<file path="src/rtl/sfb_pkg.sv">
package sfb_pkg;
  parameter int DEPTH = 8;
  parameter int WATCH = 4;
  parameter int ADDR_W = 16;
  parameter int DATA_W = 32;
  parameter int AGE_W = 8;
  localparam int IDX_W = $clog2(DEPTH);
  localparam int CNT_W = IDX_W + 1;
  localparam int W_IDX = $clog2(WATCH);

  typedef logic [AGE_W-1:0] age_t;
  typedef logic [ADDR_W-1:0] addr_t;
  typedef logic [DATA_W-1:0] data_t;

  // strobes from control to datapath
  typedef struct packed {
    logic wrEn;
    logic [IDX_W-1:0] wrIdx;
    logic [IDX_W-1:0] headIdx;
    logic [DEPTH-1:0] liveMask;
  } sfbStrobe_t;

  // a is older than b under modular (serial) ordering
  function automatic logic isOlder(input age_t a, input age_t b);
    age_t d;
    d = a - b;
    return d[AGE_W-1];
  endfunction
endpackage

</file>
<file path="src/rtl/sfb_ctrl.sv">
module sfb_ctrl
  import sfb_pkg::*;
(
  input  logic clk,
  input  logic rstN,
  input  logic allocValid,
  input  logic commitValid,
  input  logic flushValid,
  input  logic [DEPTH-1:0] keepMask,
  output sfbStrobe_t strobe,
  output logic allocReady,
  output logic drainValid
);
  logic [IDX_W-1:0] headIdx;
  logic [CNT_W-1:0] cnt;
  logic [CNT_W-1:0] survivors;
  logic [DEPTH-1:0] liveMask;
  logic full, push, pop;

  assign full = (cnt == CNT_W'(DEPTH));
  assign allocReady = !full && !flushValid;
  assign push = allocValid && allocReady;
  assign pop = commitValid && (cnt != '0);
  assign drainValid = pop;

  for (genvar i = 0; i < DEPTH; i++) begin : g_live
    localparam logic [IDX_W-1:0] SLOT = IDX_W'(i);
    logic [IDX_W-1:0] offset;
    assign offset = SLOT - headIdx;
    assign liveMask[i] = ({1'b0, offset} < cnt);
  end

  assign survivors = CNT_W'($countones(liveMask & keepMask));

  always_ff @(posedge clk) begin
    if (!rstN) begin
      headIdx <= '0;
      cnt <= '0;
    end else begin
      headIdx <= headIdx + IDX_W'(pop);
      if (flushValid) cnt <= survivors - CNT_W'(pop);
      else cnt <= cnt + CNT_W'(push) - CNT_W'(pop);
    end
  end

  assign strobe.wrEn = push;
  assign strobe.wrIdx = headIdx + cnt[IDX_W-1:0];
  assign strobe.headIdx = headIdx;
  assign strobe.liveMask = liveMask;

  AST_NO_OVERFLOW: assert property (@(posedge clk) disable iff (!rstN)
    cnt <= CNT_W'(DEPTH));
  AST_FULL_HOLDS: assert property (@(posedge clk) disable iff (!rstN)
    (full && !commitValid && !flushValid) |=> (cnt == CNT_W'(DEPTH)));
  AST_FLUSH_SHRINKS: assert property (@(posedge clk) disable iff (!rstN)
    flushValid |=> (cnt <= $past(cnt)));
endmodule

</file>
<file path="src/rtl/sfb_data.sv">
module sfb_data
  import sfb_pkg::*;
(
  input  logic clk,
  input  logic rstN,
  input  sfbStrobe_t strobe,
  input  age_t allocAge,
  input  logic allocAddrKnown,
  input  addr_t allocAddr,
  input  data_t allocData,
  input  logic resolveValid,
  input  age_t resolveAge,
  input  addr_t resolveAddr,
  input  age_t loadAge,
  input  addr_t loadAddr,
  input  age_t flushAge,
  output logic [DEPTH-1:0] keepMask,
  output logic [DEPTH-1:0] pendMask,
  output age_t ageArr [DEPTH],
  output logic resolveHit,
  output logic fwdHit,
  output data_t fwdData,
  output logic needWatch,
  output addr_t drainAddr,
  output data_t drainData,
  output logic headKnown
);
  addr_t addrQ [DEPTH];
  data_t dataQ [DEPTH];
  age_t ageQ [DEPTH];
  logic [DEPTH-1:0] knownQ;
  logic [DEPTH-1:0] resolveSel;
  logic [IDX_W-1:0] scanIdx;

  for (genvar i = 0; i < DEPTH; i++) begin : g_entry
    assign keepMask[i] = !isOlder(flushAge, ageQ[i]);
    assign pendMask[i] = strobe.liveMask[i] && !knownQ[i];
    assign resolveSel[i] = resolveValid && pendMask[i] && (ageQ[i] == resolveAge);
    assign ageArr[i] = ageQ[i];

    always_ff @(posedge clk) begin
      if (!rstN) begin
        knownQ[i] <= 1'b0;
        addrQ[i] <= '0;
        dataQ[i] <= '0;
        ageQ[i] <= '0;
      end else if (strobe.wrEn && strobe.wrIdx == IDX_W'(i)) begin
        knownQ[i] <= allocAddrKnown;
        addrQ[i] <= allocAddr;
        dataQ[i] <= allocData;
        ageQ[i] <= allocAge;
      end else if (resolveSel[i]) begin
        knownQ[i] <= 1'b1;
        addrQ[i] <= resolveAddr;
      end
    end
  end

  assign resolveHit = |resolveSel;

  // scan oldest to youngest; the last qualifying match wins
  always_comb begin
    fwdHit = 1'b0;
    fwdData = '0;
    needWatch = 1'b0;
    scanIdx = '0;
    for (int k = 0; k < DEPTH; k++) begin
      scanIdx = strobe.headIdx + IDX_W'(k);
      if (strobe.liveMask[scanIdx] && isOlder(ageQ[scanIdx], loadAge)) begin
        if (!knownQ[scanIdx]) needWatch = 1'b1;
        else if (addrQ[scanIdx] == loadAddr) begin
          fwdHit = 1'b1;
          fwdData = dataQ[scanIdx];
        end
      end
    end
  end

  assign drainAddr = addrQ[strobe.headIdx];
  assign drainData = dataQ[strobe.headIdx];
  assign headKnown = knownQ[strobe.headIdx];

  AST_RESOLVE_CLEARS: assert property (@(posedge clk) disable iff (!rstN)
    (resolveHit && !strobe.wrEn) |=> ($countones(pendMask) < $past($countones(pendMask))));
endmodule

</file>
<file path="src/rtl/sfb_watch.sv">
module sfb_watch
  import sfb_pkg::*;
(
  input  logic clk,
  input  logic rstN,
  input  logic loadValid,
  input  age_t loadAge,
  input  addr_t loadAddr,
  input  logic needWatch,
  input  logic [DEPTH-1:0] pendMask,
  input  age_t ageArr [DEPTH],
  input  logic resolveHit,
  input  age_t resolveAge,
  input  addr_t resolveAddr,
  input  logic flushValid,
  input  age_t flushAge,
  output logic loadReplay,
  output logic violValid,
  output age_t violAge
);
  logic [WATCH-1:0] wValid;
  age_t wAge [WATCH];
  addr_t wAddr [WATCH];
  logic [WATCH-1:0] covered;
  logic freeFound;
  logic [W_IDX-1:0] freeIdx;
  logic wantIns;
  logic inCand;

  always_comb begin
    freeFound = 1'b0;
    freeIdx = '0;
    for (int w = WATCH - 1; w >= 0; w--) begin
      if (!wValid[w]) begin
        freeFound = 1'b1;
        freeIdx = W_IDX'(w);
      end
    end
  end

  always_comb begin
    covered = '0;
    for (int w = 0; w < WATCH; w++)
      for (int i = 0; i < DEPTH; i++)
        if (pendMask[i] && isOlder(ageArr[i], wAge[w])) covered[w] = 1'b1;
  end

  assign wantIns = loadValid && needWatch && freeFound &&
                   !(flushValid && isOlder(flushAge, loadAge));
  assign loadReplay = loadValid && needWatch && !freeFound;

  always_ff @(posedge clk) begin
    if (!rstN) begin
      wValid <= '0;
      for (int w = 0; w < WATCH; w++) begin
        wAge[w] <= '0;
        wAddr[w] <= '0;
      end
    end else begin
      for (int w = 0; w < WATCH; w++)
        if (wValid[w] && (!covered[w] || (flushValid && isOlder(flushAge, wAge[w]))))
          wValid[w] <= 1'b0;
      if (wantIns) begin
        wValid[freeIdx] <= 1'b1;
        wAge[freeIdx] <= loadAge;
        wAddr[freeIdx] <= loadAddr;
      end
    end
  end

  // a load looking up in the resolve cycle is checked directly
  assign inCand = loadValid && needWatch && resolveHit &&
                  isOlder(resolveAge, loadAge) && (loadAddr == resolveAddr);

  always_comb begin
    violValid = inCand;
    violAge = inCand ? loadAge : '0;
    for (int w = 0; w < WATCH; w++) begin
      if (wValid[w] && resolveHit && isOlder(resolveAge, wAge[w]) && wAddr[w] == resolveAddr &&
          (!violValid || isOlder(wAge[w], violAge))) begin
        violValid = 1'b1;
        violAge = wAge[w];
      end
    end
  end

  AST_VIOL_YOUNGER: assert property (@(posedge clk) disable iff (!rstN)
    violValid |-> isOlder(resolveAge, violAge));
endmodule

</file>
<file path="src/rtl/store_fwd_buffer.sv">
module store_fwd_buffer
  import sfb_pkg::*;
(
  input  logic clk,
  input  logic rstN,
  input  logic allocValid,
  input  logic [AGE_W-1:0] allocAge,
  input  logic allocAddrKnown,
  input  logic [ADDR_W-1:0] allocAddr,
  input  logic [DATA_W-1:0] allocData,
  output logic allocReady,
  input  logic resolveValid,
  input  logic [AGE_W-1:0] resolveAge,
  input  logic [ADDR_W-1:0] resolveAddr,
  input  logic loadValid,
  input  logic [AGE_W-1:0] loadAge,
  input  logic [ADDR_W-1:0] loadAddr,
  output logic fwdHit,
  output logic [DATA_W-1:0] fwdData,
  output logic loadReplay,
  output logic violValid,
  output logic [AGE_W-1:0] violAge,
  input  logic commitValid,
  output logic drainValid,
  output logic [ADDR_W-1:0] drainAddr,
  output logic [DATA_W-1:0] drainData,
  input  logic flushValid,
  input  logic [AGE_W-1:0] flushAge
);
  sfbStrobe_t strobe;
  logic [DEPTH-1:0] keepMask;
  logic [DEPTH-1:0] pendMask;
  age_t ageArr [DEPTH];
  logic resolveHit, hitRaw, needWatch, headKnown;

  sfb_ctrl u_ctrl (
    .clk(clk), .rstN(rstN), .allocValid(allocValid), .commitValid(commitValid),
    .flushValid(flushValid), .keepMask(keepMask), .strobe(strobe),
    .allocReady(allocReady), .drainValid(drainValid)
  );

  sfb_data u_data (
    .clk(clk), .rstN(rstN), .strobe(strobe), .allocAge(allocAge),
    .allocAddrKnown(allocAddrKnown), .allocAddr(allocAddr), .allocData(allocData),
    .resolveValid(resolveValid), .resolveAge(resolveAge), .resolveAddr(resolveAddr),
    .loadAge(loadAge), .loadAddr(loadAddr), .flushAge(flushAge),
    .keepMask(keepMask), .pendMask(pendMask), .ageArr(ageArr), .resolveHit(resolveHit),
    .fwdHit(hitRaw), .fwdData(fwdData), .needWatch(needWatch),
    .drainAddr(drainAddr), .drainData(drainData), .headKnown(headKnown)
  );

  sfb_watch u_watch (
    .clk(clk), .rstN(rstN), .loadValid(loadValid), .loadAge(loadAge), .loadAddr(loadAddr),
    .needWatch(needWatch), .pendMask(pendMask), .ageArr(ageArr), .resolveHit(resolveHit),
    .resolveAge(resolveAge), .resolveAddr(resolveAddr), .flushValid(flushValid),
    .flushAge(flushAge), .loadReplay(loadReplay), .violValid(violValid), .violAge(violAge)
  );

  assign fwdHit = loadValid && hitRaw;

  AST_DRAIN_RESOLVED: assert property (@(posedge clk) disable iff (!rstN)
    drainValid |-> headKnown);
endmodule

</file>
<file path="config.mk">
export PLATFORM = sky130hd
export DESIGN_NAME = store_fwd_buffer
export DESIGN_NICKNAME = d
export VERILOG_FILES = /design/src/rtl/sfb_pkg.sv /design/src/rtl/sfb_ctrl.sv /design/src/rtl/sfb_data.sv /design/src/rtl/sfb_watch.sv /design/src/rtl/store_fwd_buffer.sv
export SDC_FILE = /design/constraint.sdc
export NUM_CORES = 2
export LEC_CHECK = 0
export BUFFER_PORTS_ARGS = -buffer_cell sky130_fd_sc_hd__clkbuf_2
export CAP_MARGIN = 0
export CELL_PAD_IN_SITES_DETAIL_PLACEMENT = 1
export CELL_PAD_IN_SITES_GLOBAL_PLACEMENT = 1
export CORE_MARGIN = 2
export CORE_UTILIZATION = 44
export DETAILED_ROUTE_END_ITERATION = 10
export GPL_TIMING_DRIVEN = 0
export PLACE_DENSITY = 0.71
export SKIP_LAST_GASP = 1
export SLEW_MARGIN = 10
export SYNTH_ARGS = -nofsm -noshare
export SYNTH_HDL_FRONTEND = slang
export SYNTH_SLANG_ARGS = --single-unit
</file>
<file path="constraint.sdc">
create_clock -name clk -period 21.2 [get_ports clk]
set_clock_uncertainty 0.05 [all_clocks]
set_input_delay 0 -clock clk [delete_from_list [all_inputs] [get_ports clk]]
set_output_delay 0 -clock clk [all_outputs]
set_load 0.05 [all_outputs]
</file>
Word-level counts from Yosys, hierarchy flattened. Memories as Yosys holds them, arrays and structs flattened. A register that Yosys moved wholly into a read port is not among the register bits. Cells that the tools add are included.

Magnitude comparators: 18. Reductions and logical operators: 158. Mux-type cells: 274. $add $sub $neg: 89. Bitwise logic cells: 34. Equality and inequality tests: 29.

Operators with widths (number): $mux 32 (32); $sub 8x8->8 (62); $mux 16 (17); $eq 16x16->1 (13); $mux 1 (183); $mux 8 (14); $logic_and 1x1->1 (109); $eq 8x8->1 (8); $bmux 1 s3 (16); $lt 3x4->1 (8); $lt 3x4->1 const B (8); $or 1x1->1 (32); $logic_not 1->1 (28); $reduce_bool 2->1 (8); $reduce_or 16->1 (1); $reduce_or 8->1 (2); $add 3x3->3 const B (4); $add 4x4->4 (3); $eq 3x3->1 const B (4); $mux 2 (6); $sub 3x3->3 const A (4); $mux 3 (3); $add 1x1->2 (4); $and 8x8->8 (1); 19 further kinds (32).

Flip-flop bits (word level): 19. Memories: 5. Input port bits: 120. Memory bits (writable): 544.

Memories: u_data.dataQ (depth 8, width 32, rd ports 8, clocked after Yosys merged registers in 1, wr ports 8, line sfb_data.sv:29) `data_t dataQ [DEPTH];`; u_data.addrQ (depth 8, width 16, rd ports 8, clocked after Yosys merged registers in 1, wr ports 8, line sfb_data.sv:28) `addr_t addrQ [DEPTH];`; u_data.ageQ (depth 8, width 8, rd ports 16, clocked after Yosys merged registers in 1, wr ports 8, line sfb_data.sv:30) `age_t ageQ [DEPTH];`; u_watch.wAddr (depth 4, width 16, rd ports 4, clocked after Yosys merged registers in 0, wr ports 4, line sfb_watch.sv:23) `addr_t wAddr [WATCH];`; u_watch.wAge (depth 4, width 8, rd ports 4, clocked after Yosys merged registers in 0, wr ports 4, line sfb_watch.sv:22) `age_t wAge [WATCH];`.

Depth between registers and ports, before layout.
Depth after elaboration: 41. Depth in mapped cells: 70. Gate-level depth less buffers: 54.

Hierarchy. Synthesis repeated with hierarchy kept, for this count alone.

Cell total of the unflattened synthesis: 5356. Area, all modules: 56314.0 um^2.

By module, submodules not included: sfb_data (instances 1, seq. area each 13613.1 um^2, cells an instance 3834, area an instance 42142.9 um^2); sfb_watch (instances 1, seq. area each 2962.8 um^2, cells an instance 1397, area an instance 13078.8 um^2); sfb_ctrl (instances 1, seq. area each 140.1 um^2, cells an instance 124, area an instance 1086.0 um^2); store_fwd_buffer (instances 1, seq. area each 0.0 um^2, cells an instance 1, area an instance 6.3 um^2).

Least setup slack after synthesis. Ideal clock, no wire load.

Path kind: flip-flop to output port. Start point: register u_ctrl.headIdx[1]. End point: output violAge[1]. Cell stages (with the launch flop): 68. Data required time: 21.150 ns. Slack: 5.171 ns. Arrival: 15.979 ns. Cells stage by stage: dfxtp_1 buf_2 inv_1 clkbuf_1 buf_1 clkbuf_1 ha_1 buf_2 buf_1 buf_2 clkbuf_1 clkbuf_1 clkbuf_1 buf_1 clkbuf_1 mux4_2 ha_1 a21o_1 (+32 left out) a21oi_1 nor2b_1 o21ai_0 nand2b_1 o41ai_1 a21oi_1 xor2_1 o21ai_1 mux2_2 ha_1 a21o_1 a21o_1 a21oi_1 nand2_1 o21ai_2 xnor2_1 o21ai_4 mux2i_1.

Longest elaborated chain between the ends: 41. Elaborated cells on any way between the ends: 152.

Ends and longest elaborated chain: start, declared (line sfb_ctrl.sv:14) `logic [IDX_W-1:0] headIdx;`; start signal, assigned (line sfb_ctrl.sv:40) `headIdx <= headIdx + IDX_W'(pop);`; $sub 1x3->3, or another cell as far along (line sfb_ctrl.sv:29) `assign offset = SLOT - headIdx;`; $lt 3x4->1 (line sfb_ctrl.sv:30) `assign liveMask[i] = ({1'b0, offset} < cnt);`; $bmux 1 s3 (line sfb_data.sv:69) `if (strobe.liveMask[scanIdx] && isOlder(ageQ[scanIdx], loadAge)) begin`; $mux 1 (implied by the code) (line sfb_data.sv:69); $logic_and 1x1->1 (line sfb_data.sv:69); $mux 1 (line sfb_data.sv:69); $mux 1 (line sfb_data.sv:70) `if (!knownQ[scanIdx]) needWatch = 1'b1;`; $mux 1 (line sfb_data.sv:69); (+25 left out); $sub 8x8->8 or $logic_not 1->1 (tied branches) (line sfb_pkg.sv:26, sfb_watch.sv:80); $logic_or 1x1->1 (line sfb_watch.sv:80) `(!violValid || isOlder(wAge[w], violAge))) begin`; $logic_and 1x1->1 (line sfb_watch.sv:79) `if (wValid[w] && resolveHit && isOlder(resolveAge, wAge[w]) && wAddr[w] == resolveAddr &&`; $mux 8 or $mux 1 (tied branches) (line sfb_watch.sv:79); $sub 8x8->8 or $logic_not 1->1 (tied branches) (line sfb_pkg.sv:26, sfb_watch.sv:80); $logic_or 1x1->1 (line sfb_watch.sv:80); $logic_and 1x1->1 (line sfb_watch.sv:79); $mux 8 * (line sfb_watch.sv:79); end, declared (line store_fwd_buffer.sv:22) `output logic [AGE_W-1:0] violAge,`.

Mark *: on every way between the ends. The rest lies on a longest branch, timed or not. The select of a mux whose other input is x is not followed.

Worst setup path after layout.
Start point: register u_ctrl.headIdx[1]. End point: output violAge[0].

Same word-level chain as after synthesis.

==> summary.txt <==
Run status
  – Status: finished, final reports clean

Power
  – Leakage: 0.0232 uW
  – P_sw: 3330 uW
  – Peak supply drop: 0.0808 mV
  – Sw Share: 48.5%
  – Pwr/cell area: 114 mW/mm2
  – Share of power burned in registers: 21.8%
  – Comb pwr share: 60.7%
  – P_int: 3530 uW
  – Power share of the clock group: 17.5%

Synthesis
  – Net Count, Synth: 5911
  – Register bit total from synthesis: 563
  – Top post-synthesis cells by area: edfxtp_1 (30%), mux4_2 (11%), ha_1 (9.4%)
  – Ys Warns: 0
  – Cell area after synthesis: 0.0539 mm2
  – Primary FF master, synth: edfxtp_1
  – Sequential area share after synthesis: 31.0%
  – Cells after synthesis: 5379
  – Mean Syn Cell Area: 10.0 um2
  – Distinct cells, synth: 93
  – Fraction of registers with async set/reset: 0%
  – Post-synth EDFFs: 544
  – Post-synth top cells: edfxtp_1 (544), nand2_1 (503), mux2i_1 (411)
  – Most numerous cell in the Yosys netlist: edfxtp_1
  – Synth area leader: edfxtp_1
  – Share of the synthesized area in the top cell type: 30.3%

Layout
  – Area of the multi-input gates: 0.0352 mm2
  – Sequential Area: 0.0167 mm2
  – Number of nets in the layout: 6261
  – Fin cells: 7413
  – P&R area growth vs syn: 12.2%
  – Core Util, Final: 49.7%
  – # fillers: 13700
  – Post-route cell area: 0.0604 mm2
  – Share of cells above drive strength 1: 14.2%

Global route
  – Largest net degree at the start of global routing: 25
  – GRT Overall Usage: 37.9%
  – Vias in the first global route: 48800
  – Grt ovf: 0
  – Initial antenna violation count: 13
  – First-pass GRT wire length: 347000 um

STA
  – Highest clock rate: 49.5 MHz
  – Final setup violation count: 0
  – Relative slew margins: 8.80%
  – Worst setup margin: 0.980 ns
  – Least-Margin Pin Slew: 1.37 ns
  – Final Hold Fails: 0
  – Setup TNS: 0 ns
  – RSZ-0062 raised after global routing: false
  – Slew Limit Fails: 0
  – Tmin final: 20.22 ns
  – Fin crit share: 95.4%

Worst setup path
  – Crit Path Class: reg -> out
  – Slowest-stage cell, CP: o31ai_1
  – Crit path capture type: primary output
  – CP Max Fanout: 19
  – Crit path required time: 21.15 ns
  – Startpoint Class: flop
  – Crit path top cell by count: a21o_1
  – CP arrival: 20.17 ns
  – Largest stage delay on the critical path: 0.66 ns

Clock tree
  – Setup bufs post-CTS: 0
  – CTS tree: done
  – H-tree Lvls: 3
  – Worst-path clk slew: 0.06 ns
  – Worst-Skew Late Latency: 0.69 ns
  – Clock Path Buffers: 3
  – Total CTS buffers: 69
  – Clock sinks: 563
  – Clock root buffer master: clkbuf_16

Placement
  – IO buf count: 190
  – DP Cell Count: 7221
  – Detailed placer's ending HPWL: 186000 um
  – Post-place instance area: 0.0576 mm2
  – Placer Congestion: 1.01
  – Post-place setup slack: -0.306 ns

Die
  – Starting Density: 44.3%
  – Core ar.: 0.122 mm2
  – Die ar.: 0.125 mm2
  – Die Y: 354 um
  – Floorplan row count: 128
  – I/O Pins: 213
  – Chip width: 354 um

Hold path
  – Hold Path Class: in -> reg

Routing
  – Final WL: 243000 um
  – Total via count in the routed design: 48900
  – Wire length per cell: 32.8 um
  – Post-route ant nets: 0
  – Initial DRC count: 5964
  – Drc violations: 0
  – Pre-Repair DR Iteration Count: 6
  – DR vias/cell: 6.60

Job
  – Max cap viols: 0
[power by group through the flow]
stage	sequential (uW)	clock, uW	combinational, uW
2_1_floorplan	1460	0	2710
3_3_place_gp	1520	0	3860
3_5_place_dp	1510	0	4010
4_1_cts	1490	1200	4040
5_1_grt	1510	1240	4380
6_report	1500	1200	4170
[final cells by class]
class / instances / share of cell area (%)
Buffer: 402 / 2.63
Multi-Input combinational cell: 4290 / 58.3
Timing Repair Buffer: 284 / 3.64
Inverter: 119 / 0.739
Tap cell: 1625 / 3.37
Sequential cell: 563 / 27.7
Clock buffer: 82 / 2.97
Antenna cell: 4 / 0.0166
Clock inverter: 44 / 0.648
[cells in the final DEF, fill, tap and decap left out, types with 15 or more instances in the layout]
cell           netlist  routed
inv_1              114     114
xnor2_1            253     253
clkbuf_2             1     195
buf_16               0      15
o21a_1              41      41
dlygate4sd3_1        0      67
xor2_1             148     148
dfxtp_1             19      19
nor2_1             249     249
clkbuf_16            0      70
clkinv_1             2      18
nand2_1            503     502
nor4_1              46      41
nand2b_1           111     110
clkbuf_1           278     284
a31oi_1             43      43
mux2i_1            411     411
a21o_1             114     114
and2_1             409     409
nor3_1              44      43
nand3_1             42      42
ha_1               406     406
a22o_1             130     130
a311oi_1            32      32
mux4_2             254     254
mux2_2             151     151
buf_1               85      81
edfxtp_1           544     544
nand4_1             44      44
a221oi_1            18      18
nor2b_1             59      59
a21oi_1            268     268
buf_2               39      41
o21ai_0            369     360
[kinds of logic after synthesis]
| logic type | after synthesis | share of synthesized area, % |
|---|---|---|
| AOI/OAI and AO/OA | 1085 | 12.6 |
| xor gates and xnor gates | 404 | 6.63 |
| adders and majority gates | 412 | 9.66 |
| buffers and inverters | 526 | 3.80 |
| DFF | 563 | 31.0 |
| muxes | 819 | 21.5 |
| and+or+nand+nor | 1570 | 14.7 |
[stage by stage]
stage	hold WS [ns]	total power, uW
floorplan	0.132	4170
global placement	0.318	5380
detailed placement	0.327	5520
CTS	0.0313	6730
global route	0.0615	7120
finish	0.0848	6870
[routing by layer]
metal / global-route usage [%] / vias to the layer above / part of all wire (%)
li1: - / 20500 / -
met3: 6.84 / 633 / 9.5
met2: 59.4 / 2894 / 45
met4: 18.2 / 8 / 5.4
met5: 0 / - / 0.020
met1: 50.6 / 24800 / 40
[worst paths after layout]
check	startpoint	end	slack, ns	depth (start not counted)
setup / recovery	u_ctrl.headIdx[1]	violAge[0]	0.98	63
hold / removal	rstN	u_data.ageQ[7][3]	0.08	2
setup reg to reg	u_ctrl.headIdx[1]	u_watch.wAddr[2][6]	9.37	26
hold reg to reg	u_data.knownQ[3]	u_data.knownQ[3]	0.54	2
[registers in the layout (all words and copies together) (netlist names)]
signal and cells:
u_watch.wAddr 64, u_data.addrQ 128, u_ctrl.headIdx 3, u_ctrl.cnt 4, u_watch.wValid 4, u_data.ageQ 64
u_watch.wAge 32, u_data.knownQ 8, u_data.dataQ 256
[repair_timing]
action / in CTS / in global routing
endpoints found under the setup margin: 8 / 8
hold endpoints to repair: 474 / 0
gates resized for setup: 4 / 2
hold buffers: 67 / 0
[worst max-delay path: cells and delay by family (launching register included)]
| family | cells | cell delay (ns) |
|---|---|---|
| adders and majority gates | 6 | 2.09 |
| AOI/OAI and AO/OA | 22 | 5.75 |
| DFF | 1 | 0.46 |
| xor gates and xnor gates | 4 | 0.84 |
| and+or+nand+nor | 11 | 1.63 |
| muxes | 4 | 1.78 |
| buffers and inverters | 16 | 6.82 |
Power figures use the tool's default switching activity.
